[config.mk]
export PLATFORM = sky130hd
export DESIGN_NAME = lcdt_top
export DESIGN_NICKNAME = d
export VERILOG_FILES = /design/src/rtl/lcdt_pkg.sv /design/src/rtl/lcdt_phase_seq.sv /design/src/rtl/lcdt_cfg_shadow.sv /design/src/rtl/lcdt_top.sv
export SDC_FILE = /design/constraint.sdc
export NUM_CORES = 1
export LEC_CHECK = 0
export ABC_CLOCK_PERIOD_IN_PS = 4900
export BUFFER_PORTS_ARGS = -buffer_cell sky130_fd_sc_hd__buf_4
export CAP_MARGIN = 20
export CORE_MARGIN = 5
export CORE_UTILIZATION = 40
export DETAILED_ROUTE_END_ITERATION = 6
export SYNTH_ARGS = -nofsm -noshare
export SYNTH_HDL_FRONTEND = slang
export SYNTH_HIERARCHICAL = 1
export SYNTH_SLANG_ARGS = --single-unit
[constraint.sdc]
create_clock -name clk -period 4.9 [get_ports clk]
set_clock_uncertainty 0.1 [all_clocks]
set_input_delay 0.98 -clock clk [delete_from_list [all_inputs] [get_ports clk]]
set_output_delay 0.98 -clock clk [all_outputs]
set_load 0.01 [all_outputs]
[src/rtl/lcdt_pkg.sv]
package lcdt_pkg;

    typedef enum logic [1:0] {
        PH_SYNC   = 2'd0,
        PH_BACK   = 2'd1,
        PH_ACTIVE = 2'd2,
        PH_FRONT  = 2'd3
    } phase_e;

    function automatic int max4(input int a, input int b, input int c, input int d);
        int m;
        m = a;
        if (b > m) m = b;
        if (c > m) m = c;
        if (d > m) m = d;
        return m;
    endfunction

endpackage

[src/rtl/lcdt_phase_seq.sv]
module lcdt_phase_seq
    import lcdt_pkg::*;
#(
    parameter int CNT_W = 11
) (
    input  logic             clk,
    input  logic             rst_n,
    input  logic             clr,
    input  logic             step,
    input  logic [CNT_W-1:0] lim_sync,
    input  logic [CNT_W-1:0] lim_back,
    input  logic [CNT_W-1:0] lim_act,
    input  logic [CNT_W-1:0] lim_front,
    output phase_e           phase_o,
    output logic             last_o,
    output logic             wrap_o
);

    phase_e           ph_q, ph_d;
    logic [CNT_W-1:0] cnt_q, cnt_d;
    logic [CNT_W-1:0] lim;

    // limit of the state currently held
    always_comb begin
        unique case (ph_q)
            PH_SYNC:   lim = lim_sync;
            PH_BACK:   lim = lim_back;
            PH_ACTIVE: lim = lim_act;
            PH_FRONT:  lim = lim_front;
        endcase
    end

    // next-state logic
    always_comb begin
        ph_d  = ph_q;
        cnt_d = cnt_q;
        if (clr) begin
            ph_d  = PH_SYNC;
            cnt_d = '0;
        end else if (step) begin
            if (cnt_q == lim) begin
                cnt_d = '0;
                unique case (ph_q)
                    PH_SYNC:   ph_d = PH_BACK;
                    PH_BACK:   ph_d = PH_ACTIVE;
                    PH_ACTIVE: ph_d = PH_FRONT;
                    PH_FRONT:  ph_d = PH_SYNC;
                endcase
            end else begin
                cnt_d = cnt_q + 1'b1;
            end
        end
    end

    // state register
    always_ff @(posedge clk) begin
        if (!rst_n) begin
            ph_q  <= PH_SYNC;
            cnt_q <= '0;
        end else begin
            ph_q  <= ph_d;
            cnt_q <= cnt_d;
        end
    end

    // outputs
    always_comb begin
        phase_o = ph_q;
        last_o  = (cnt_q == lim);
        wrap_o  = step && !clr && last_o && (ph_q == PH_FRONT);
    end

    // a completed phase moves to the following one
    p_phase_step_r1: assert property (@(posedge clk) disable iff (!rst_n)
        (!clr && step && last_o) |=> (phase_o == phase_e'(2'($past(phase_o) + 2'd1))));

    // no step, no movement
    p_hold_no_step_r3: assert property (@(posedge clk) disable iff (!rst_n)
        (!clr && !step) |=> ($stable(phase_o) && $stable(cnt_q)));

    // clear returns to the start of sync
    p_clear_to_sync_r9: assert property (@(posedge clk) disable iff (!rst_n)
        clr |=> ((phase_o == PH_SYNC) && (cnt_q == '0)));

endmodule

[src/rtl/lcdt_cfg_shadow.sv]
module lcdt_cfg_shadow #(
    parameter int W = 66
) (
    input  logic         clk,
    input  logic         rst_n,
    input  logic         load,
    input  logic [W-1:0] d,
    output logic [W-1:0] q
);

    always_ff @(posedge clk) begin
        if (!rst_n)
            q <= '0;
        else if (load)
            q <= d;
    end

    // shadow is frozen between frame boundaries
    p_cfg_frozen_r11: assert property (@(posedge clk) disable iff (!rst_n)
        !load |=> $stable(q));

endmodule

[src/rtl/lcdt_top.sv]
module lcdt_top
    import lcdt_pkg::*;
#(
    parameter int HSW_W  = 8,
    parameter int HBP_W  = 7,
    parameter int HACT_W = 11,
    parameter int HFP_W  = 8,
    parameter int VSW_W  = 6,
    parameter int VBP_W  = 8,
    parameter int VACT_W = 10,
    parameter int VFP_W  = 8,
    parameter int LINE_W = 10,
    parameter int PIX_W  = 24
) (
    input  logic              clk,
    input  logic              rst_n,
    input  logic              pix_ce,
    input  logic              video_en,
    input  logic              lend_en,
    input  logic [HSW_W-1:0]  cfg_hsync_w,
    input  logic [HBP_W-1:0]  cfg_hback,
    input  logic [HACT_W-1:0] cfg_hactive,
    input  logic [HFP_W-1:0]  cfg_hfront,
    input  logic [VSW_W-1:0]  cfg_vsync_w,
    input  logic [VBP_W-1:0]  cfg_vback,
    input  logic [VACT_W-1:0] cfg_vactive,
    input  logic [VFP_W-1:0]  cfg_vfront,
    input  logic              inv_hsync,
    input  logic              inv_vsync,
    input  logic              inv_den,
    input  logic              inv_lend,
    input  logic              inv_pix,
    input  logic [PIX_W-1:0]  pix_in,
    output logic              hsync,
    output logic              vsync,
    output logic              den,
    output logic              lend,
    output logic [PIX_W-1:0]  pix_out,
    output logic [1:0]        hstat,
    output logic [1:0]        vstat,
    output logic [LINE_W-1:0] line_cnt
);

    localparam int HCNT_W = max4(HSW_W, HBP_W, HACT_W, HFP_W);
    localparam int VCNT_W = max4(VSW_W, VBP_W, VACT_W, VFP_W);
    localparam int CFG_W  = HSW_W + HBP_W + HACT_W + HFP_W
                          + VSW_W + VBP_W + VACT_W + VFP_W;

    logic [CFG_W-1:0]  sh_q;
    logic [HSW_W-1:0]  sh_hs;
    logic [HBP_W-1:0]  sh_hb;
    logic [HACT_W-1:0] sh_ha;
    logic [HFP_W-1:0]  sh_hf;
    logic [VSW_W-1:0]  sh_vs;
    logic [VBP_W-1:0]  sh_vb;
    logic [VACT_W-1:0] sh_va;
    logic [VFP_W-1:0]  sh_vf;

    phase_e h_ph, v_ph;
    logic   h_last, h_wrap, v_last, v_wrap;
    logic   clr, frame_end;
    logic   hs_act, vs_act, den_act, lend_act;
    logic [LINE_W-1:0] line_q;

    assign clr       = !video_en;
    assign frame_end = v_wrap;

    lcdt_cfg_shadow #(.W(CFG_W)) u_shadow (
        .clk   (clk),
        .rst_n (rst_n),
        .load  (clr || frame_end),
        .d     ({cfg_hsync_w, cfg_hback, cfg_hactive, cfg_hfront,
                 cfg_vsync_w, cfg_vback, cfg_vactive, cfg_vfront}),
        .q     (sh_q)
    );

    assign {sh_hs, sh_hb, sh_ha, sh_hf, sh_vs, sh_vb, sh_va, sh_vf} = sh_q;

    lcdt_phase_seq #(.CNT_W(HCNT_W)) u_hseq (
        .clk       (clk),
        .rst_n     (rst_n),
        .clr       (clr),
        .step      (pix_ce),
        .lim_sync  (HCNT_W'(sh_hs)),
        .lim_back  (HCNT_W'(sh_hb)),
        .lim_act   (HCNT_W'(sh_ha)),
        .lim_front (HCNT_W'(sh_hf)),
        .phase_o   (h_ph),
        .last_o    (h_last),
        .wrap_o    (h_wrap)
    );

    lcdt_phase_seq #(.CNT_W(VCNT_W)) u_vseq (
        .clk       (clk),
        .rst_n     (rst_n),
        .clr       (clr),
        .step      (h_wrap),
        .lim_sync  (VCNT_W'(sh_vs)),
        .lim_back  (VCNT_W'(sh_vb)),
        .lim_act   (VCNT_W'(sh_va)),
        .lim_front (VCNT_W'(sh_vf)),
        .phase_o   (v_ph),
        .last_o    (v_last),
        .wrap_o    (v_wrap)
    );

    // line counter register
    always_ff @(posedge clk) begin
        if (!rst_n || clr || frame_end)
            line_q <= '0;
        else if (h_wrap)
            line_q <= line_q + 1'b1;
    end

    // output stage: raw strobes, then polarity
    always_comb begin
        hs_act   = video_en && (h_ph == PH_SYNC);
        vs_act   = video_en && (v_ph == PH_SYNC);
        den_act  = video_en && (h_ph == PH_ACTIVE) && (v_ph == PH_ACTIVE);
        lend_act = video_en && lend_en && (h_ph == PH_ACTIVE) && h_last;
        hsync    = hs_act   ^ inv_hsync;
        vsync    = vs_act   ^ inv_vsync;
        den      = den_act  ^ inv_den;
        lend     = lend_act ^ inv_lend;
        pix_out  = (den_act ? pix_in : '0) ^ {PIX_W{inv_pix}};
        hstat    = h_ph;
        vstat    = v_ph;
        line_cnt = line_q;
    end

    // vertical phase changes only after a completed line
    p_vert_on_line_r2: assert property (@(posedge clk) disable iff (!rst_n)
        ($past(video_en) && (v_ph != $past(v_ph))) |-> $past(h_wrap));

    // data enable only inside the active window
    p_den_window_r5: assert property (@(posedge clk) disable iff (!rst_n)
        (video_en && (den != inv_den)) |-> ((hstat == 2'd2) && (vstat == 2'd2)));

    // line-end strobe lasts a single pixel period
    p_lend_single_r6: assert property (@(posedge clk) disable iff (!rst_n)
        (lend_act && pix_ce) |=> !lend_act);

    // disabled output sits at inactive levels
    p_idle_levels_r9: assert property (@(posedge clk) disable iff (!rst_n)
        !video_en |-> ((hsync == inv_hsync) && (vsync == inv_vsync)
                       && (den == inv_den) && (lend == inv_lend)));

    // line counter restarts at frame boundary
    p_line_restart_r10: assert property (@(posedge clk) disable iff (!rst_n)
        (video_en && frame_end) |=> (line_cnt == '0));

    // v_last is observed only through wrap_o of the vertical sequencer
    logic unused_ok;
    assign unused_ok = v_last;

endmodule

Word level (Yosys, flattened, before mapping)
Index checks and enable logic that the tools add are counted.

word-level totals
  flip-flop bits (word level) = 101
  output and inout bits = 42
  logic and storage cells = 52

cells by class
  $add $sub $neg = 3
  equality and inequality tests = 8
  mux-type cells = 7
  bitwise gates (word level) = 5
  reduce and logical (&&, ||, !) cells = 23

operators by type and width
  operator                 count
  $pmux W11 S4             1
  $pmux W10 S4             1
  $mux W24                 1
  $xor A24 B24 Y24         1
  $add A10 B1 Y10 const B  2
  $pmux W2 S4              2
  $logic_and A1 B1 Y1      13
  $add A11 B1 Y11 const B  1
  $eq A11 B11 Y1           1
  $mux W11                 1
  $eq A10 B10 Y1           1
  $mux W10                 1
  $eq A2 B2 Y1 const B     4
  $reduce_and A2 Y1        3
  $eq A2 B1 Y1 const B     2
  $logic_not A2 Y1         2
  $xor A1 B1 Y1            4
  $logic_or A1 B1 Y1       3
  $logic_not A1 Y1         2

Logic depth before layout (Yosys ltp)
Gate-level depths: netlist of the first run.

  depth in word-level cells = 9
  mapped depth = 18
  gate-level depth less buffers = 14

Modules after synthesis
The synthesis of the first run kept the hierarchy.

modules (own cells, without submodules)
  module                   instances  cells each  area an instance (um^2)  seq. area each (um^2)
  lcdt_cfg_shadow          1          213         2544.9                   1321.3
  lcdt_phase_seq (u_hseq)  1          127         1106.1                   260.2
  lcdt_phase_seq (u_vseq)  1          115         975.9                    240.2
  lcdt_top                 1          120         905.9                    200.2

Least setup slack after synthesis of the first run
OpenSTA, ideal clock, no wires.

  path type = reg2reg
  from = register u_hseq.ph_q[0] (netlist: u_hseq/phase_o[0])
  to = register u_shadow.q[24]
  arrival = 3.489 ns
  required time = 4.684 ns
  path slack = 1.195 ns
  stages on the path, launching flop included = 19
  buffers on the path = 4
  cell sequence = dfxtp_1 -> inv_1 -> ha_1 -> buf_6 -> a222oi_1 -> mux2i_1 -> xnor2_2 -> nand4_2 -> nor4_2 -> and3b_2 -> inv_1 -> nor4_2 -> and3b_2 -> nand2b_1 -> buf_4 -> buf_12 -> buf_12 -> mux2i_1 -> nor2b_1

between the ends
  longest elaborated chain between the ends = 9

ends and longest elaborated chain
  element                                RTL line                                    text
  start, declared                        lcdt_phase_seq.sv:19                        phase_e ph_q, ph_d;
  start signal, assigned                 lcdt_phase_seq.sv:61                        ph_q <= ph_d;
  $eq A2 B2 Y1 (tied with other cells)   lcdt_phase_seq.sv:25, lcdt_phase_seq.sv:70
  $pmux W11 S4                           lcdt_phase_seq.sv:25                        unique case (ph_q)
  $eq A11 B11 Y1                         lcdt_phase_seq.sv:69                        last_o = (cnt_q == lim);
  $logic_and A1 B1 Y1                    lcdt_phase_seq.sv:70                        wrap_o = step && !clr && last_o && (ph_q == PH_FRONT);
  $logic_and A1 B1 Y1 (*)                lcdt_phase_seq.sv:70
  via h_wrap                             lcdt_top.sv:60                              logic h_last, h_wrap, v_last, v_wrap;
  $logic_and A1 B1 Y1 (*) (3 in series)  lcdt_phase_seq.sv:70
  via frame_end                          lcdt_top.sv:61                              logic clr, frame_end;
  $logic_or A1 B1 Y1 (*)                 lcdt_top.sv:71                              .load (clr || frame_end),
  end signal, assigned                   lcdt_cfg_shadow.sv:13                       q <= '0;
  end signal, assigned                   lcdt_cfg_shadow.sv:15                       q <= d;
  end, declared                          lcdt_cfg_shadow.sv:8                        output logic [W-1:0] q

Mark *: on every way through the listed nets, which the timed path passes. The rest lies on a longest branch.
A chain may end at the register's enable or synchronous reset.

Final worst setup path of the first run
  from = register u_hseq.ph_q[0] (netlist: u_hseq/phase_o[0])
  to = register u_shadow.q[46]

The elaborated chain is that of the path after synthesis.

==> results of run 1 <==
-- path summary, 6_finish.rpt --
| kind | depth (start not counted) | slack, ns | endpoint |
|---|---|---|---|
| min reg2reg | 2 | 0.38 | line_cnt[9]$_SDFFE_PP0P_ |
| max reg2reg | 15 | 0.61 | u_shadow/q[46]$_SDFFE_PN0P_ |
| min | 2 | 0.38 | line_cnt[9]$_SDFFE_PP0P_ |
| max | 15 | 0.61 | u_shadow/q[46]$_SDFFE_PN0P_ |
-- flip-flops by register name, indices dropped and copies added (netlist names) --
register and count:
u_vseq/phase_o 2, line_cnt 10, u_hseq/cnt_q 11, u_shadow/q 66
u_hseq/phase_o 2, u_vseq/cnt_q 10
-- cells in the final DEF (no fill, tap or decap), drive strengths merged, types with 7 or more instances in the layout --
master and n:
buf 147, xor2 17, nor2b 70, dfxtp 101, nor3 19, nand3 34, clkbuf 11, ha 11
mux2i 93, nand2 22, nand4 14, o21ai 7, conb 18, a21oi 7, inv 32, nor2 9
a222oi 21, xnor2 51
-- where the power goes --
group          leakage (nW)  total (mW)  switching, mW  internal (mW)
registers             0.827       0.873         0.0198          0.853
clock network         0.162       0.795          0.319          0.477
logic                  1.97       0.232         0.0999          0.132
-- kinds of logic (layout without fill, tap and decap cells) --
logic type | after synthesis | count (layout) | synth area share [%]
compound gates | 42 | 42 | 6.04
xor+xnor | 68 | 68 | 11.2
fa+ha+maj | 11 | 11 | 2.49
buf+inv | 70 | 194 | 7.26
flops | 101 | 101 | 36.5
mux | 93 | 93 | 16.8
other cells | 1 | 18 | 0.0678
simple gates | 189 | 189 | 19.6
-- final cells by class --
type	count	share of cell area [%]
multi-input cells	421	45.5
clock buffers	11	3.61
flip-flops and latches	101	28.9
well taps	180	3.22
clock inverters	5	1.16
inverters	31	1.66
repair buffers	147	16.0
-- critical path, stage by stage (launching register included) --
cell and delay [ns]:
sky130_fd_sc_hd__dfxtp_1 0.45, sky130_fd_sc_hd__inv_1 0.10, sky130_fd_sc_hd__ha_1 0.38, sky130_fd_sc_hd__a222oi_1 0.47
sky130_fd_sc_hd__mux2i_1 0.18, sky130_fd_sc_hd__xnor2_2 0.17, sky130_fd_sc_hd__nand4_2 0.18, sky130_fd_sc_hd__nor4_2 0.31
sky130_fd_sc_hd__and3b_2 0.23, sky130_fd_sc_hd__inv_1 0.08, sky130_fd_sc_hd__nor4_2 0.31, sky130_fd_sc_hd__and3b_2 0.24
sky130_fd_sc_hd__nand2b_4 0.18, sky130_fd_sc_hd__buf_12 0.34, sky130_fd_sc_hd__mux2i_1 0.26, sky130_fd_sc_hd__nor2b_1 0.06
-- layer usage --
metal | wire length, microns | vias to the layer above | global-route usage, % | part of all wire, %
met3 | 1060 | 15 | 3.47 | 7.6
met1 | 6240 | 2092 | 22.1 | 45
met5 | 0 | - | 0 | 0
met4 | 218 | 0 | 5.87 | 1.6
met2 | 6410 | 159 | 26.5 | 46
li1 | - | 2253 | - | -
-- through the flow --
step | utilization, % | setup slack [ns] | instance area, sq um | hold WS (ns) | power, mW
floorplan | - | 1.19 | 5600 | 0.382 | 1.02
finish | 51.0 | 0.613 | 6990 | 0.385 | 1.90
global placement | 48.5 | 0.817 | 6660 | 0.355 | 1.12
detailed placement | 48.5 | 0.712 | 6660 | 0.375 | 1.13
CTS | 51.0 | 0.691 | 6990 | 0.386 | 1.92
global route | 51.0 | 0.400 | 6990 | 0.433 | 1.97
==> impl_results.html, run 1 <==
<table>
<tr><th>Metric</th><th>Value</th></tr>
<tr><th colspan="2">Floorplan</th></tr>
<tr><td>CORE AREA</td><td>approximately 0.014 sq mm</td></tr>
<tr><td>Die Ht</td><td>about 130 microns</td></tr>
<tr><td>Boundary pin count</td><td>~140</td></tr>
<tr><td>FP Rows</td><td>43</td></tr>
<tr><td>Initial core utilization</td><td>between 40% and 50%</td></tr>
<tr><td>Floorplan die area</td><td>0.0163 sq mm</td></tr>
<tr><td>Die boundary width</td><td>roughly 130 microns</td></tr>
<tr><th colspan="2">Synthesis</th></tr>
<tr><td>Cell taking the most area after synthesis</td><td>sky130_fd_sc_hd__dfxtp_1</td></tr>
<tr><td>Mapped Area</td><td>between 0.005 and 0.006 sq mm</td></tr>
<tr><td>Most common cell in the synthesized netlist</td><td>sky130_fd_sc_hd__dfxtp_1</td></tr>
<tr><td>Synth Register Bits</td><td>slightly above 100</td></tr>
<tr><td>Post-synth top flop</td><td>sky130_fd_sc_hd__dfxtp_1</td></tr>
<tr><td>Async S/R FF share, synth</td><td>0%</td></tr>
<tr><td>Unique cell type count in the Yosys netlist</td><td>40</td></tr>
<tr><td>Number of synthesized flops with an enable pin</td><td>0</td></tr>
<tr><td>Average footprint of a synthesized cell</td><td>a little under 10 sq um</td></tr>
<tr><td>Post-synth top cells</td><td>101 x sky130_fd_sc_hd__dfxtp_1, 93 x sky130_fd_sc_hd__mux2i_1, 70 x sky130_fd_sc_hd__nor2b_1, 48 x sky130_fd_sc_hd__xnor2_1, 33 x sky130_fd_sc_hd__nand3_1</td></tr>
<tr><td>Sequential area share after synthesis</td><td>a little over a third</td></tr>
<tr><td>Number of standard cells after synthesis</td><td>~580</td></tr>
<tr><td>Synth Warn #</td><td>6</td></tr>
<tr><td>Top post-synthesis cells by area</td><td>sky130_fd_sc_hd__dfxtp_1 37%, sky130_fd_sc_hd__mux2i_1 17%, sky130_fd_sc_hd__nor2b_1 7.9%, sky130_fd_sc_hd__xnor2_1 7.6%, sky130_fd_sc_hd__a222oi_1 3.8%</td></tr>
<tr><td>Fraction of post-synthesis cell area in the top cell type by area</td><td>between 30% and 40%</td></tr>
<tr><th colspan="2">Power and ir drop</th></tr>
<tr><td>Power Density</td><td>272 mW/mm^2</td></tr>
<tr><td>Maximum resistive drop on vdd</td><td>about 0.13 mV</td></tr>
<tr><td>Total leakage power</td><td>roughly 3 nW</td></tr>
<tr><th colspan="2">Clock tree</th></tr>
<tr><td>Maximum root-to-sink buffer count</td><td>2</td></tr>
<tr><td>Post-cts sizing count</td><td>0</td></tr>
<tr><td>Buffer cell driving the clock tree root</td><td>sky130_fd_sc_hd__clkbuf_16</td></tr>
<tr><td>Post-CTS setup buffer count</td><td>0</td></tr>
<tr><td>Clock-pin transition on the worst setup and hold timing paths</td><td>roughly 0.070 ns</td></tr>
<tr><td>Clock buffers created by TritonCTS</td><td>9</td></tr>
<tr><td>Latest clock arrival within the worst-skew pair</td><td>approximately 0.35 ns</td></tr>
<tr><td>Number of hold buffers added after CTS</td><td>0</td></tr>
<tr><td>Clock tree from TritonCTS</td><td>done</td></tr>
<tr><td>Sinks on Clock Net</td><td>between 100 and 150</td></tr>
<tr><td>H-tree levels</td><td>3</td></tr>
<tr><th colspan="2">Place</th></tr>
<tr><td>Dpl cells</td><td>880</td></tr>
<tr><td>DP HPWL</td><td>10,300 microns</td></tr>
<tr><td>Routability congestion estimate from global placement</td><td>between 0.8 and 0.9</td></tr>
<tr><td>Number of input and output port buffers inserted</td><td>141</td></tr>
<tr><th colspan="2">Layout</th></tr>
<tr><td>Filler instances</td><td>1,275</td></tr>
<tr><td>Number of nets in the layout</td><td>822</td></tr>
<tr><td>Fraction of layout instances using a drive strength above 1</td><td>24.3%</td></tr>
<tr><td>Combined flip-flop and latch cell area</td><td>about 0.002 sq mm</td></tr>
<tr><td>Count of placed standard cells in the final layout, fillers left out</td><td>~900</td></tr>
<tr><td>Multi-input gate area</td><td>between 0.003 and 0.004 sq mm</td></tr>
<tr><td>Diode insertion count for antenna repair</td><td>0</td></tr>
<tr><td>Signed area change from the synthesized netlist to the final layout</td><td>26.4%</td></tr>
<tr><th colspan="2">STA</th></tr>
<tr><td>Fmax</td><td>around 230 MHz</td></tr>
<tr><td>RSZ-0062 raised after global routing</td><td>no</td></tr>
<tr><td>Final Slew Violations</td><td>0</td></tr>
<tr><td>Portion of the clock cycle consumed by the worst path in the final layout</td><td>87.5%</td></tr>
<tr><td>Rel. slew slack</td><td>45.6%</td></tr>
<tr><td>Setup violations, final</td><td>0</td></tr>
<tr><td>Time the final worst path needs with I/O delays and setup</td><td>4.29 ns</td></tr>
<tr><td>Slew at the pin closest to its max-slew limit</td><td>slightly above 0.8 ns</td></tr>
<tr><td>Number of hold violations in the final report</td><td>0</td></tr>
<tr><td>Sum of negative setup slack</td><td>0 ns</td></tr>
<tr><th colspan="2">Worst setup path</th></tr>
<tr><td>Data arrival time of the critical path</td><td>approximately 4.4 ns</td></tr>
<tr><td>Worst setup path start</td><td>u_hseq/phase_o[0]$_SDFFE_PP0P_</td></tr>
<tr><td>Worst setup path category</td><td>register to register</td></tr>
<tr><td>Required time at the worst-slack endpoint</td><td>around 5.0 ns</td></tr>
<tr><td>Crit end category</td><td>register</td></tr>
<tr><td>FF-to-FF Start</td><td>u_hseq/phase_o[0]$_SDFFE_PP0P_</td></tr>
<tr><td>CP startpoint kind</td><td>register</td></tr>
<tr><td>Largest fanout of any net on the critical path</td><td>62</td></tr>
<tr><th colspan="2">Run status</th></tr>
<tr><td>Run status</td><td>complete, no violations</td></tr>
<tr><th colspan="2">Global route</th></tr>
<tr><td>Combined global-route utilization of all metal layers</td><td>between 15 and 20%</td></tr>
<tr><td>Initial antenna violation count</td><td>0</td></tr>
<tr><td>Via count of the first global-routing pass</td><td>approximately 4,400</td></tr>
<tr><td>First-pass GRT wire length</td><td>between 20,000 and 25,000 microns</td></tr>
<tr><td>Largest net degree at the start of global routing</td><td>73</td></tr>
<tr><td>Remaining global-route overflow</td><td>0</td></tr>
<tr><th colspan="2">Hold path</th></tr>
<tr><td>Startpoint of the lowest-slack hold path</td><td>line_cnt[9]$_SDFFE_PP0P_</td></tr>
<tr><td>Min-delay worst type</td><td>register to register</td></tr>
<tr><th colspan="2">Detailed routing</th></tr>
<tr><td>Drt via density</td><td>a little over 5</td></tr>
<tr><td>Detailed-route wire length per cell</td><td>around 16 microns</td></tr>
<tr><td>Routed wire length</td><td>roughly 14,000 microns</td></tr>
<tr><td>Antenna Violating Nets Remaining</td><td>0</td></tr>
<tr><td>Number of vias in the routed layout</td><td>approximately 4,500</td></tr>
<tr><td>Post-detailed-route DRC marker count</td><td>0</td></tr>
<tr><td>Count of routing violations after the opening detailed-route iteration</td><td>278</td></tr>
<tr><td>Detailed Routing Iterations Pass 1</td><td>5</td></tr>
<tr><th colspan="2">Flow run</th></tr>
<tr><td>Max-cap violations</td><td>0</td></tr>
</table>
No activity file was read; power rests on OpenSTA's default activity.
==> inputs of run 2 (changes only) <==
--- a/config.mk
+++ b/config.mk
@@ -5,12 +5,13 @@
 export SDC_FILE = /design/constraint.sdc
 export NUM_CORES = 1
 export LEC_CHECK = 0
-export ABC_CLOCK_PERIOD_IN_PS = 4900
+export ABC_CLOCK_PERIOD_IN_PS = 3500
 export BUFFER_PORTS_ARGS = -buffer_cell sky130_fd_sc_hd__buf_4
 export CAP_MARGIN = 20
 export CORE_MARGIN = 5
 export CORE_UTILIZATION = 40
 export DETAILED_ROUTE_END_ITERATION = 6
+export PLACE_DENSITY = 0.65
 export SYNTH_ARGS = -nofsm -noshare
 export SYNTH_HDL_FRONTEND = slang
 export SYNTH_HIERARCHICAL = 1
==> constraint.sdc (replaced) <==
create_clock -name clk -period 3.5 [get_ports clk]
set_clock_uncertainty 0.1 [all_clocks]
set_input_delay 0.7 -clock clk [delete_from_list [all_inputs] [get_ports clk]]
set_output_delay 0.7 -clock clk [all_outputs]
set_load 0.01 [all_outputs]
==> run 2 against run 1 <==
Effect of this change: the run now ends with negative setup slack left; sequential share of layout area down 1.4 points; global-route usage up 0.35 points; final cell count up 2.5%; die area unchanged; critical endpoint is now u_shadow/q[6]$_SDFFE_PN0P_; largest power group unchanged.
==> impl_results.html, run 2 (synthesized netlist as in run 1, its figures left out) <==
<table>
<tr><th>Metric</th><th>Value</th></tr>
<tr><th colspan="2">Run status</th></tr>
<tr><td>Run status</td><td>finished, violations left</td></tr>
<tr><td>Violated checks</td><td>negative setup slack</td></tr>
<tr><th colspan="2">Hold path</th></tr>
<tr><td>Count of cells along the worst hold path</td><td>2</td></tr>
<tr><td>Min-delay worst type</td><td>register to register</td></tr>
<tr><td>Startpoint of the lowest-slack hold path</td><td>line_cnt[9]$_SDFFE_PP0P_</td></tr>
<tr><td>Hold path endpoint</td><td>line_cnt[9]$_SDFFE_PP0P_</td></tr>
<tr><th colspan="2">Place</th></tr>
<tr><td>Number of input and output port buffers inserted</td><td>~140</td></tr>
<tr><td>DP HPWL</td><td>around 11,000 microns</td></tr>
<tr><td>Worst slack at placement</td><td>-0.193 ns</td></tr>
<tr><td>Routability congestion estimate from global placement</td><td>around 0.9</td></tr>
<tr><td>Dpl cells</td><td>between 800 and 900</td></tr>
<tr><td>Area after DPL</td><td>between 0.006 and 0.007 sq mm</td></tr>
<tr><th colspan="2">Clock tree</th></tr>
<tr><td>Clock-pin transition on the worst setup and hold timing paths</td><td>approximately 0.070 ns</td></tr>
<tr><td>Maximum root-to-sink buffer count</td><td>2</td></tr>
<tr><td>Number of hold buffers added after CTS</td><td>0</td></tr>
<tr><td>Latest clock arrival within the worst-skew pair</td><td>about 0.34 ns</td></tr>
<tr><td>Buffer cell driving the clock tree root</td><td>sky130_fd_sc_hd__clkbuf_16</td></tr>
<tr><td>Clock tree from TritonCTS</td><td>done</td></tr>
<tr><td>Sinks on Clock Net</td><td>101</td></tr>
<tr><td>H-tree levels</td><td>3</td></tr>
<tr><td>Clock buffers created by TritonCTS</td><td>9</td></tr>
<tr><th colspan="2">Detailed routing</th></tr>
<tr><td>Routed wire length</td><td>about 14,000 microns</td></tr>
<tr><td>Detailed Routing Iterations Pass 1</td><td>7</td></tr>
<tr><td>Antenna Violating Nets Remaining</td><td>0</td></tr>
<tr><td>Number of vias in the routed layout</td><td>between 4,000 and 5,000</td></tr>
<tr><td>Count of routing violations after the opening detailed-route iteration</td><td>slightly below 300</td></tr>
<tr><td>Post-detailed-route DRC marker count</td><td>0</td></tr>
<tr><td>Detailed-route wire length per cell</td><td>about 16 microns</td></tr>
<tr><td>Drt via density</td><td>5.02</td></tr>
<tr><th colspan="2">Floorplan</th></tr>
<tr><td>Boundary pin count</td><td>approximately 140</td></tr>
<tr><td>Initial core utilization</td><td>40.3%</td></tr>
<tr><td>Die boundary width</td><td>roughly 130 microns</td></tr>
<tr><td>Die Ht</td><td>128 microns</td></tr>
<tr><td>Floorplan die area</td><td>between 0.015 and 0.02 sq mm</td></tr>
<tr><td>CORE AREA</td><td>approximately 0.014 sq mm</td></tr>
<tr><td>FP Rows</td><td>between 40 and 50</td></tr>
<tr><th colspan="2">STA</th></tr>
<tr><td>Worst hold slack</td><td>0.392 ns</td></tr>
<tr><td>Fmax</td><td>roughly 280 MHz</td></tr>
<tr><td>Sum of negative setup slack</td><td>-0.631 ns</td></tr>
<tr><td>Rel. slew slack</td><td>between 50% and 60%</td></tr>
<tr><td>Portion of the clock cycle consumed by the worst path in the final layout</td><td>101%</td></tr>
<tr><td>Number of hold violations in the final report</td><td>0</td></tr>
<tr><td>Setup violations, final</td><td>between 40 and 50</td></tr>
<tr><td>Final Slew Violations</td><td>0</td></tr>
<tr><td>Time the final worst path needs with I/O delays and setup</td><td>3.53 ns</td></tr>
<tr><td>RSZ-0062 raised after global routing</td><td>yes</td></tr>
<tr><td>Slew at the pin closest to its max-slew limit</td><td>approximately 0.6 ns</td></tr>
<tr><td>Worst setup slack after layout</td><td>-0.0335 ns</td></tr>
<tr><th colspan="2">Flow run</th></tr>
<tr><td>Max-cap violations</td><td>0</td></tr>
<tr><th colspan="2">Global route</th></tr>
<tr><td>Initial antenna violation count</td><td>0</td></tr>
<tr><td>Remaining global-route overflow</td><td>0</td></tr>
<tr><td>First-pass GRT wire length</td><td>22,500 microns</td></tr>
<tr><td>Largest net degree at the start of global routing</td><td>73</td></tr>
<tr><td>Combined global-route utilization of all metal layers</td><td>approximately 17%</td></tr>
<tr><td>Via count of the first global-routing pass</td><td>about 4,500</td></tr>
<tr><th colspan="2">Layout</th></tr>
<tr><td>Multi-input gate area</td><td>approximately 0.0033 sq mm</td></tr>
<tr><td>Number of flip-flops in the largest register</td><td>66</td></tr>
<tr><td>Count of placed standard cells in the final layout, fillers left out</td><td>a little over 900</td></tr>
<tr><td>Signed area change from the synthesized netlist to the final layout</td><td>33.2%</td></tr>
<tr><td>Filler instances</td><td>1,238</td></tr>
<tr><td>Combined flip-flop and latch cell area</td><td>0.00203 sq mm</td></tr>
<tr><td>Share of the core filled with cells</td><td>53.7%</td></tr>
<tr><td>Number of nets in the layout</td><td>between 800 and 900</td></tr>
<tr><td>Diode insertion count for antenna repair</td><td>0</td></tr>
<tr><td>Commonest non-fill, non-tap cells in the layout</td><td>159 x sky130_fd_sc_hd__buf_4, 99 x sky130_fd_sc_hd__dfxtp_1, 93 x sky130_fd_sc_hd__mux2i_1</td></tr>
<tr><td>Largest regs</td><td>u_shadow/q (66), u_hseq/cnt_q (11)</td></tr>
<tr><td>Register with the highest flop count</td><td>u_shadow/q</td></tr>
<tr><td>Final non-filler cell area</td><td>roughly 0.0074 sq mm</td></tr>
<tr><td>Fraction of layout instances using a drive strength above 1</td><td>28.6%</td></tr>
<tr><td>Most common library cell in the layout ignoring fill and taps</td><td>sky130_fd_sc_hd__buf_4</td></tr>
<tr><th colspan="2">Worst setup path</th></tr>
<tr><td>Data arrival time of the critical path</td><td>around 3.7 ns</td></tr>
<tr><td>FF-to-FF Start</td><td>u_hseq/phase_o[0]$_SDFFE_PP0P_</td></tr>
<tr><td>Worst setup path category</td><td>register to register</td></tr>
<tr><td>Crit end category</td><td>register</td></tr>
<tr><td>Capture point of the worst reg-to-reg path</td><td>u_shadow/q[6]$_SDFFE_PN0P_</td></tr>
<tr><td>Worst reg2reg path depth</td><td>16</td></tr>
<tr><td>Required time at the worst-slack endpoint</td><td>approximately 3.6 ns</td></tr>
<tr><td>Setup slack of the most critical reg-to-reg path</td><td>-0.03 ns</td></tr>
<tr><td>CP startpoint kind</td><td>register</td></tr>
<tr><td>Largest fanout of any net on the critical path</td><td>19</td></tr>
<tr><th colspan="2">Power and ir drop</th></tr>
<tr><td>Total power of the final layout</td><td>2.64 mW</td></tr>
<tr><td>Total leakage power</td><td>around 3.1 nW</td></tr>
<tr><td>Maximum resistive drop on vdd</td><td>0.193 mV</td></tr>
<tr><td>Power Density</td><td>357 mW/mm^2</td></tr>
</table>
==> run 2: cell types whose count changed in the layout (fill, tap and decap cells not counted), sizes merged <==
cell,delta
clkinv,+1
inv,-1
clkbuf,+1
clkinvlp,+1
buf,+20
==> run 2: power breakdown <==
part / internal, mW / switching (mW)
registers: 1.19 / 0.0269
logic: 0.207 / 0.154
clock network: 0.622 / 0.432
total: 2.02 / 0.612
==> run 2: what timing repair did <==
item                       CTS  global route
cloned                       0             3
setup buffers                4             2
resized for setup           14            10
pin swaps                   12             8
setup endpoints to repair   79            80
==> run 2: critical path, cell delays in order (launching register included) <==
cell and delay, ns:
sky130_fd_sc_hd__dfxtp_4 0.40, sky130_fd_sc_hd__inv_4 0.05, sky130_fd_sc_hd__ha_4 0.17, sky130_fd_sc_hd__buf_12 0.13, sky130_fd_sc_hd__a222oi_1 0.34, sky130_fd_sc_hd__mux2i_1 0.20, sky130_fd_sc_hd__xnor2_1 0.20, sky130_fd_sc_hd__nand4_2 0.15
sky130_fd_sc_hd__nor4_4 0.28, sky130_fd_sc_hd__and3b_2 0.24, sky130_fd_sc_hd__inv_2 0.05, sky130_fd_sc_hd__nor4_4 0.14, sky130_fd_sc_hd__and3b_2 0.23, sky130_fd_sc_hd__nand2b_4 0.24, sky130_fd_sc_hd__buf_12 0.21, sky130_fd_sc_hd__mux2i_1 0.21
sky130_fd_sc_hd__nor2b_1 0.06
==> run 2: final cells by class <==
| type | count | area share [%] |
|---|---|---|
| Multi-Input combinational cell | 421 | 44.5 |
| Sequential cell | 101 | 27.5 |
| Timing Repair Buffer | 170 | 19.0 |
| Clock buffer | 9 | 3.05 |
| Tap cell | 180 | 3.05 |
| Inverter | 31 | 1.61 |
| Clock inverter | 6 | 1.21 |
==> run 2: per-layer routing <==
metal	wire [microns]	global-route usage, %	part of all wire, %
met5	0	0	0
met4	194	5.18	1.4
met3	1020	3.22	7.1
met1	6350	22.3	44
met2	6760	28.1	47
==> run 2: worst max-delay path by stage <==
| stage | start | to | slack (ns) | cells past startpoint |
|---|---|---|---|---|
| after floorplan | u_hseq/phase_o[0]$_SDFFE_PP0P_ | u_shadow/q[24]$_SDFFE_PN0P_ | 0.05 | 18 |
| after global placement | u_hseq/phase_o[0]$_SDFFE_PP0P_ | u_shadow/q[45]$_SDFFE_PN0P_ | -0.04 | 15 |
| after detailed placement | u_hseq/phase_o[0]$_SDFFE_PP0P_ | u_shadow/q[59]$_SDFFE_PN0P_ | -0.19 | 15 |
| after CTS | u_hseq/phase_o[0]$_SDFFE_PP0P_ | u_shadow/q[59]$_SDFFE_PN0P_ | -0.07 | 16 |
| after global routing | u_hseq/phase_o[0]$_SDFFE_PP0P_ | u_shadow/q[6]$_SDFFE_PN0P_ | -0.25 | 16 |
| final | u_hseq/phase_o[0]$_SDFFE_PP0P_ | u_shadow/q[6]$_SDFFE_PN0P_ | -0.03 | 16 |
==> inputs of run 3 (changes only) <==
--- a/config.mk
+++ b/config.mk
@@ -8,10 +8,12 @@
 export ABC_CLOCK_PERIOD_IN_PS = 3500
 export BUFFER_PORTS_ARGS = -buffer_cell sky130_fd_sc_hd__buf_4
 export CAP_MARGIN = 20
+export CELL_PAD_IN_SITES_DETAIL_PLACEMENT = 1
+export CELL_PAD_IN_SITES_GLOBAL_PLACEMENT = 1
 export CORE_MARGIN = 5
-export CORE_UTILIZATION = 40
+export CORE_UTILIZATION = 36
 export DETAILED_ROUTE_END_ITERATION = 6
-export PLACE_DENSITY = 0.65
+export PLACE_DENSITY_LB_ADDON = 0.1
 export SYNTH_ARGS = -nofsm -noshare
 export SYNTH_HDL_FRONTEND = slang
 export SYNTH_HIERARCHICAL = 1
==> run 3 against run 2 <==
Effect of this change: the flow still finishes with violations (negative setup slack); global-route usage is 0.70 points higher; die area rose by 10%; non-clock buffer count grew 18; critical endpoint is now u_shadow/q[2]$_SDFFE_PN0P_; routed wire length rose by 15%.
==> impl_results.html, run 3 (synthesized netlist as in run 1, its figures left out) <==
<table>
<tr><th>Metric</th><th>Value</th></tr>
<tr><th colspan="2">Floorplan</th></tr>
<tr><td>Die boundary width</td><td>between 100 and 150 microns</td></tr>
<tr><td>CORE AREA</td><td>approximately 0.015 sq mm</td></tr>
<tr><td>FP Rows</td><td>between 40 and 50</td></tr>
<tr><td>Boundary pin count</td><td>around 140</td></tr>
<tr><td>Die Ht</td><td>approximately 130 microns</td></tr>
<tr><td>Floorplan die area</td><td>~0.018 sq mm</td></tr>
<tr><td>Initial core utilization</td><td>between 30% and 40%</td></tr>
<tr><th colspan="2">Global route</th></tr>
<tr><td>Via count of the first global-routing pass</td><td>between 5,000 and 6,000</td></tr>
<tr><td>First-pass GRT wire length</td><td>25,300 microns</td></tr>
<tr><td>Initial antenna violation count</td><td>0</td></tr>
<tr><td>Remaining global-route overflow</td><td>0</td></tr>
<tr><td>Combined global-route utilization of all metal layers</td><td>between 10% and 20%</td></tr>
<tr><td>Largest net degree at the start of global routing</td><td>73</td></tr>
<tr><th colspan="2">STA</th></tr>
<tr><td>Slew at the pin closest to its max-slew limit</td><td>0.634 ns</td></tr>
<tr><td>RSZ-0062 raised after global routing</td><td>yes</td></tr>
<tr><td>Portion of the clock cycle consumed by the worst path in the final layout</td><td>104%</td></tr>
<tr><td>Number of hold violations in the final report</td><td>0</td></tr>
<tr><td>Worst setup slack after layout</td><td>-0.133 ns</td></tr>
<tr><td>Rel. slew slack</td><td>57.8%</td></tr>
<tr><td>Final Slew Violations</td><td>0</td></tr>
<tr><td>Fmax</td><td>between 200 and 300 MHz</td></tr>
<tr><td>Time the final worst path needs with I/O delays and setup</td><td>roughly 3.6 ns</td></tr>
<tr><td>Sum of negative setup slack</td><td>-4.05 ns</td></tr>
<tr><td>Setup violations, final</td><td>64</td></tr>
<tr><th colspan="2">Layout</th></tr>
<tr><td>Filler instances</td><td>about 1,700</td></tr>
<tr><td>Largest regs</td><td>u_shadow/q (66), u_hseq/cnt_q (11)</td></tr>
<tr><td>Signed area change from the synthesized netlist to the final layout</td><td>36.4%</td></tr>
<tr><td>Count of placed standard cells in the final layout, fillers left out</td><td>945</td></tr>
<tr><td>Fraction of layout instances using a drive strength above 1</td><td>30.6%</td></tr>
<tr><td>Diode insertion count for antenna repair</td><td>0</td></tr>
<tr><td>Register with the highest flop count</td><td>u_shadow/q</td></tr>
<tr><td>Number of flip-flops in the largest register</td><td>between 60 and 70</td></tr>
<tr><td>Most common library cell in the layout ignoring fill and taps</td><td>sky130_fd_sc_hd__buf_4</td></tr>
<tr><td>Number of nets in the layout</td><td>approximately 860</td></tr>
<tr><td>Commonest non-fill, non-tap cells in the layout</td><td>171 x sky130_fd_sc_hd__buf_4, 99 x sky130_fd_sc_hd__dfxtp_1, 85 x sky130_fd_sc_hd__mux2i_1</td></tr>
<tr><th colspan="2">Place</th></tr>
<tr><td>Number of input and output port buffers inserted</td><td>about 140</td></tr>
<tr><td>Dpl cells</td><td>slightly above 900</td></tr>
<tr><td>Routability congestion estimate from global placement</td><td>around 0.8</td></tr>
<tr><td>DP HPWL</td><td>around 12,000 microns</td></tr>
<tr><td>Worst slack at placement</td><td>-0.160 ns</td></tr>
<tr><th colspan="2">Clock tree</th></tr>
<tr><td>Buffer cell driving the clock tree root</td><td>sky130_fd_sc_hd__clkbuf_16</td></tr>
<tr><td>H-tree levels</td><td>3</td></tr>
<tr><td>Number of hold buffers added after CTS</td><td>0</td></tr>
<tr><td>Clock-pin transition on the worst setup and hold timing paths</td><td>~0.07 ns</td></tr>
<tr><td>Clock buffers created by TritonCTS</td><td>9</td></tr>
<tr><td>Clock tree from TritonCTS</td><td>done</td></tr>
<tr><td>Latest clock arrival within the worst-skew pair</td><td>roughly 0.35 ns</td></tr>
<tr><td>Maximum root-to-sink buffer count</td><td>2</td></tr>
<tr><td>Sinks on Clock Net</td><td>between 100 and 150</td></tr>
<tr><th colspan="2">Detailed routing</th></tr>
<tr><td>Detailed Routing Iterations Pass 1</td><td>5</td></tr>
<tr><td>Drt via density</td><td>roughly 5</td></tr>
<tr><td>Antenna Violating Nets Remaining</td><td>0</td></tr>
<tr><td>Number of vias in the routed layout</td><td>about 4,800</td></tr>
<tr><td>Post-detailed-route DRC marker count</td><td>0</td></tr>
<tr><td>Routed wire length</td><td>approximately 16,000 microns</td></tr>
<tr><td>Detailed-route wire length per cell</td><td>between 15 and 20 microns</td></tr>
<tr><td>Count of routing violations after the opening detailed-route iteration</td><td>about 250</td></tr>
<tr><th colspan="2">Hold path</th></tr>
<tr><td>Min-delay worst type</td><td>register to register</td></tr>
<tr><td>Count of cells along the worst hold path</td><td>2</td></tr>
<tr><td>Startpoint of the lowest-slack hold path</td><td>line_cnt[9]$_SDFFE_PP0P_</td></tr>
<tr><td>Hold path endpoint</td><td>line_cnt[9]$_SDFFE_PP0P_</td></tr>
<tr><th colspan="2">Power and ir drop</th></tr>
<tr><td>Power Density</td><td>350 mW/mm^2</td></tr>
<tr><td>Total leakage power</td><td>between 3 and 4 nW</td></tr>
<tr><td>Maximum resistive drop on vdd</td><td>between 0.2 and 0.3 mV</td></tr>
<tr><th colspan="2">Worst setup path</th></tr>
<tr><td>FF-to-FF Start</td><td>u_hseq/phase_o[0]$_SDFFE_PP0P_</td></tr>
<tr><td>Worst setup path category</td><td>register to register</td></tr>
<tr><td>Ordered list of cells on the worst path</td><td>buf_4 &gt; ha_4 &gt; buf_4 &gt; a222oi_1 &gt; mux2i_2 &gt; xnor2_2 &gt; nand4_2 &gt; nor4_4 &gt; and3b_2 &gt; inv_2 &gt; nor4_4 &gt; and3b_2 &gt; nand2b_4 &gt; buf_6 &gt; clkbuf_16 &gt; mux2i_1 &gt; nor2b_1</td></tr>
<tr><td>CP startpoint kind</td><td>register</td></tr>
<tr><td>Crit end category</td><td>register</td></tr>
<tr><td>Cell family contributing the most delay on the critical path</td><td>simple AND/OR/NAND/NOR gates</td></tr>
<tr><td>Data arrival time of the critical path</td><td>3.78 ns</td></tr>
<tr><td>Required time at the worst-slack endpoint</td><td>roughly 3.7 ns</td></tr>
<tr><td>Worst reg2reg path depth</td><td>17</td></tr>
<tr><td>Buffers and inverters on the worst path</td><td>5</td></tr>
<tr><td>Capture point of the worst reg-to-reg path</td><td>u_shadow/q[2]$_SDFFE_PN0P_</td></tr>
<tr><td>Slowest cell on crit path</td><td>sky130_fd_sc_hd__dfxtp_4</td></tr>
<tr><td>Longest individual stage delay on the worst path</td><td>0.36 ns</td></tr>
<tr><td>Largest fanout of any net on the critical path</td><td>6</td></tr>
<tr><td>Setup slack of the most critical reg-to-reg path</td><td>-0.13 ns</td></tr>
<tr><th colspan="2">Run status</th></tr>
<tr><td>Run status</td><td>finished, violations left</td></tr>
<tr><td>Violated checks</td><td>negative setup slack</td></tr>
<tr><th colspan="2">Flow run</th></tr>
<tr><td>Max-cap violations</td><td>0</td></tr>
</table>
## run 3: cell types whose count changed in the layout (fill, tap and decap cells not counted), sizes merged
cell | before | now
clkbuf | 12 | 13
clkinv | 2 | 5
buf | 167 | 185
bufinv | 2 | 1
clkinvlp | 2 | 0
## run 3: worst max-delay path by stage
stage	cells past startpoint	from	to
floorplan	18	u_hseq/phase_o[0]$_SDFFE_PP0P_	u_shadow/q[24]$_SDFFE_PN0P_
global placement	16	u_hseq/phase_o[0]$_SDFFE_PP0P_	u_shadow/q[26]$_SDFFE_PN0P_
detailed placement	16	u_hseq/phase_o[0]$_SDFFE_PP0P_	u_shadow/q[10]$_SDFFE_PN0P_
CTS	11	u_hseq/phase_o[0]$_SDFFE_PP0P_	lend
global route	17	u_hseq/phase_o[0]$_SDFFE_PP0P_	u_shadow/q[53]$_SDFFE_PN0P_
finish	17	u_hseq/phase_o[0]$_SDFFE_PP0P_	u_shadow/q[2]$_SDFFE_PN0P_
## run 3: tightest hold or removal path: stages (launching register included)
cell and delay (ns):
sky130_fd_sc_hd__dfxtp_1 0.32, sky130_fd_sc_hd__nand2_1 0.06, sky130_fd_sc_hd__mux2i_1 0.06
## run 3: repair_timing
action / CTS / global route
cloned: 3 / 3
endpoints found under the hold margin: 0 / 0
pin swaps: 11 / 13
endpoints found under the setup margin: 66 / 80
gates resized for setup: 14 / 17
setup buffers: 6 / 6
## run 3: per-stage QoR
step | total power [mW] | cell area, sq um | utilization [%] | hold slack [ns]
after global routing | 2.75 | 7540 | 49.8 | 0.407
after CTS | 2.65 | 7410 | 48.9 | 0.394
after detailed placement | 1.60 | 6910 | 45.6 | 0.384
after global placement | 1.58 | 6910 | 45.6 | 0.354
final | 2.64 | 7540 | 49.8 | 0.394
after floorplan | 1.43 | 5600 | - | 0.382
## run 3: metal layers
layer | global-route usage, % | up-vias | wire, microns
li1 | - | 2340 | -
met1 | 22.9 | 2278 | 7730
met2 | 29.1 | 147 | 7530
met3 | 3.26 | 16 | 945
met4 | 6.69 | 0 | 255
met5 | 0 | - | 0
## run 3: area by class of cell
cell class	instances	area [sq um]	share of cell area [%]
repair buffers	188	1590	21.1
clock inverters	6	62.6	0.829
flip-flops and latches	101	2030	26.9
well taps	188	235	3.12
multi-input cells	421	3270	43.3
clock buffers	10	239	3.17
inverters	31	116	1.54
## run 3: power by group
group / leakage [nW] / internal, mW / switching, mW
Clock: 0.152 / 0.573 / 0.455
Sequential: 0.829 / 1.19 / 0.0288
Combinational: 2.22 / 0.224 / 0.166
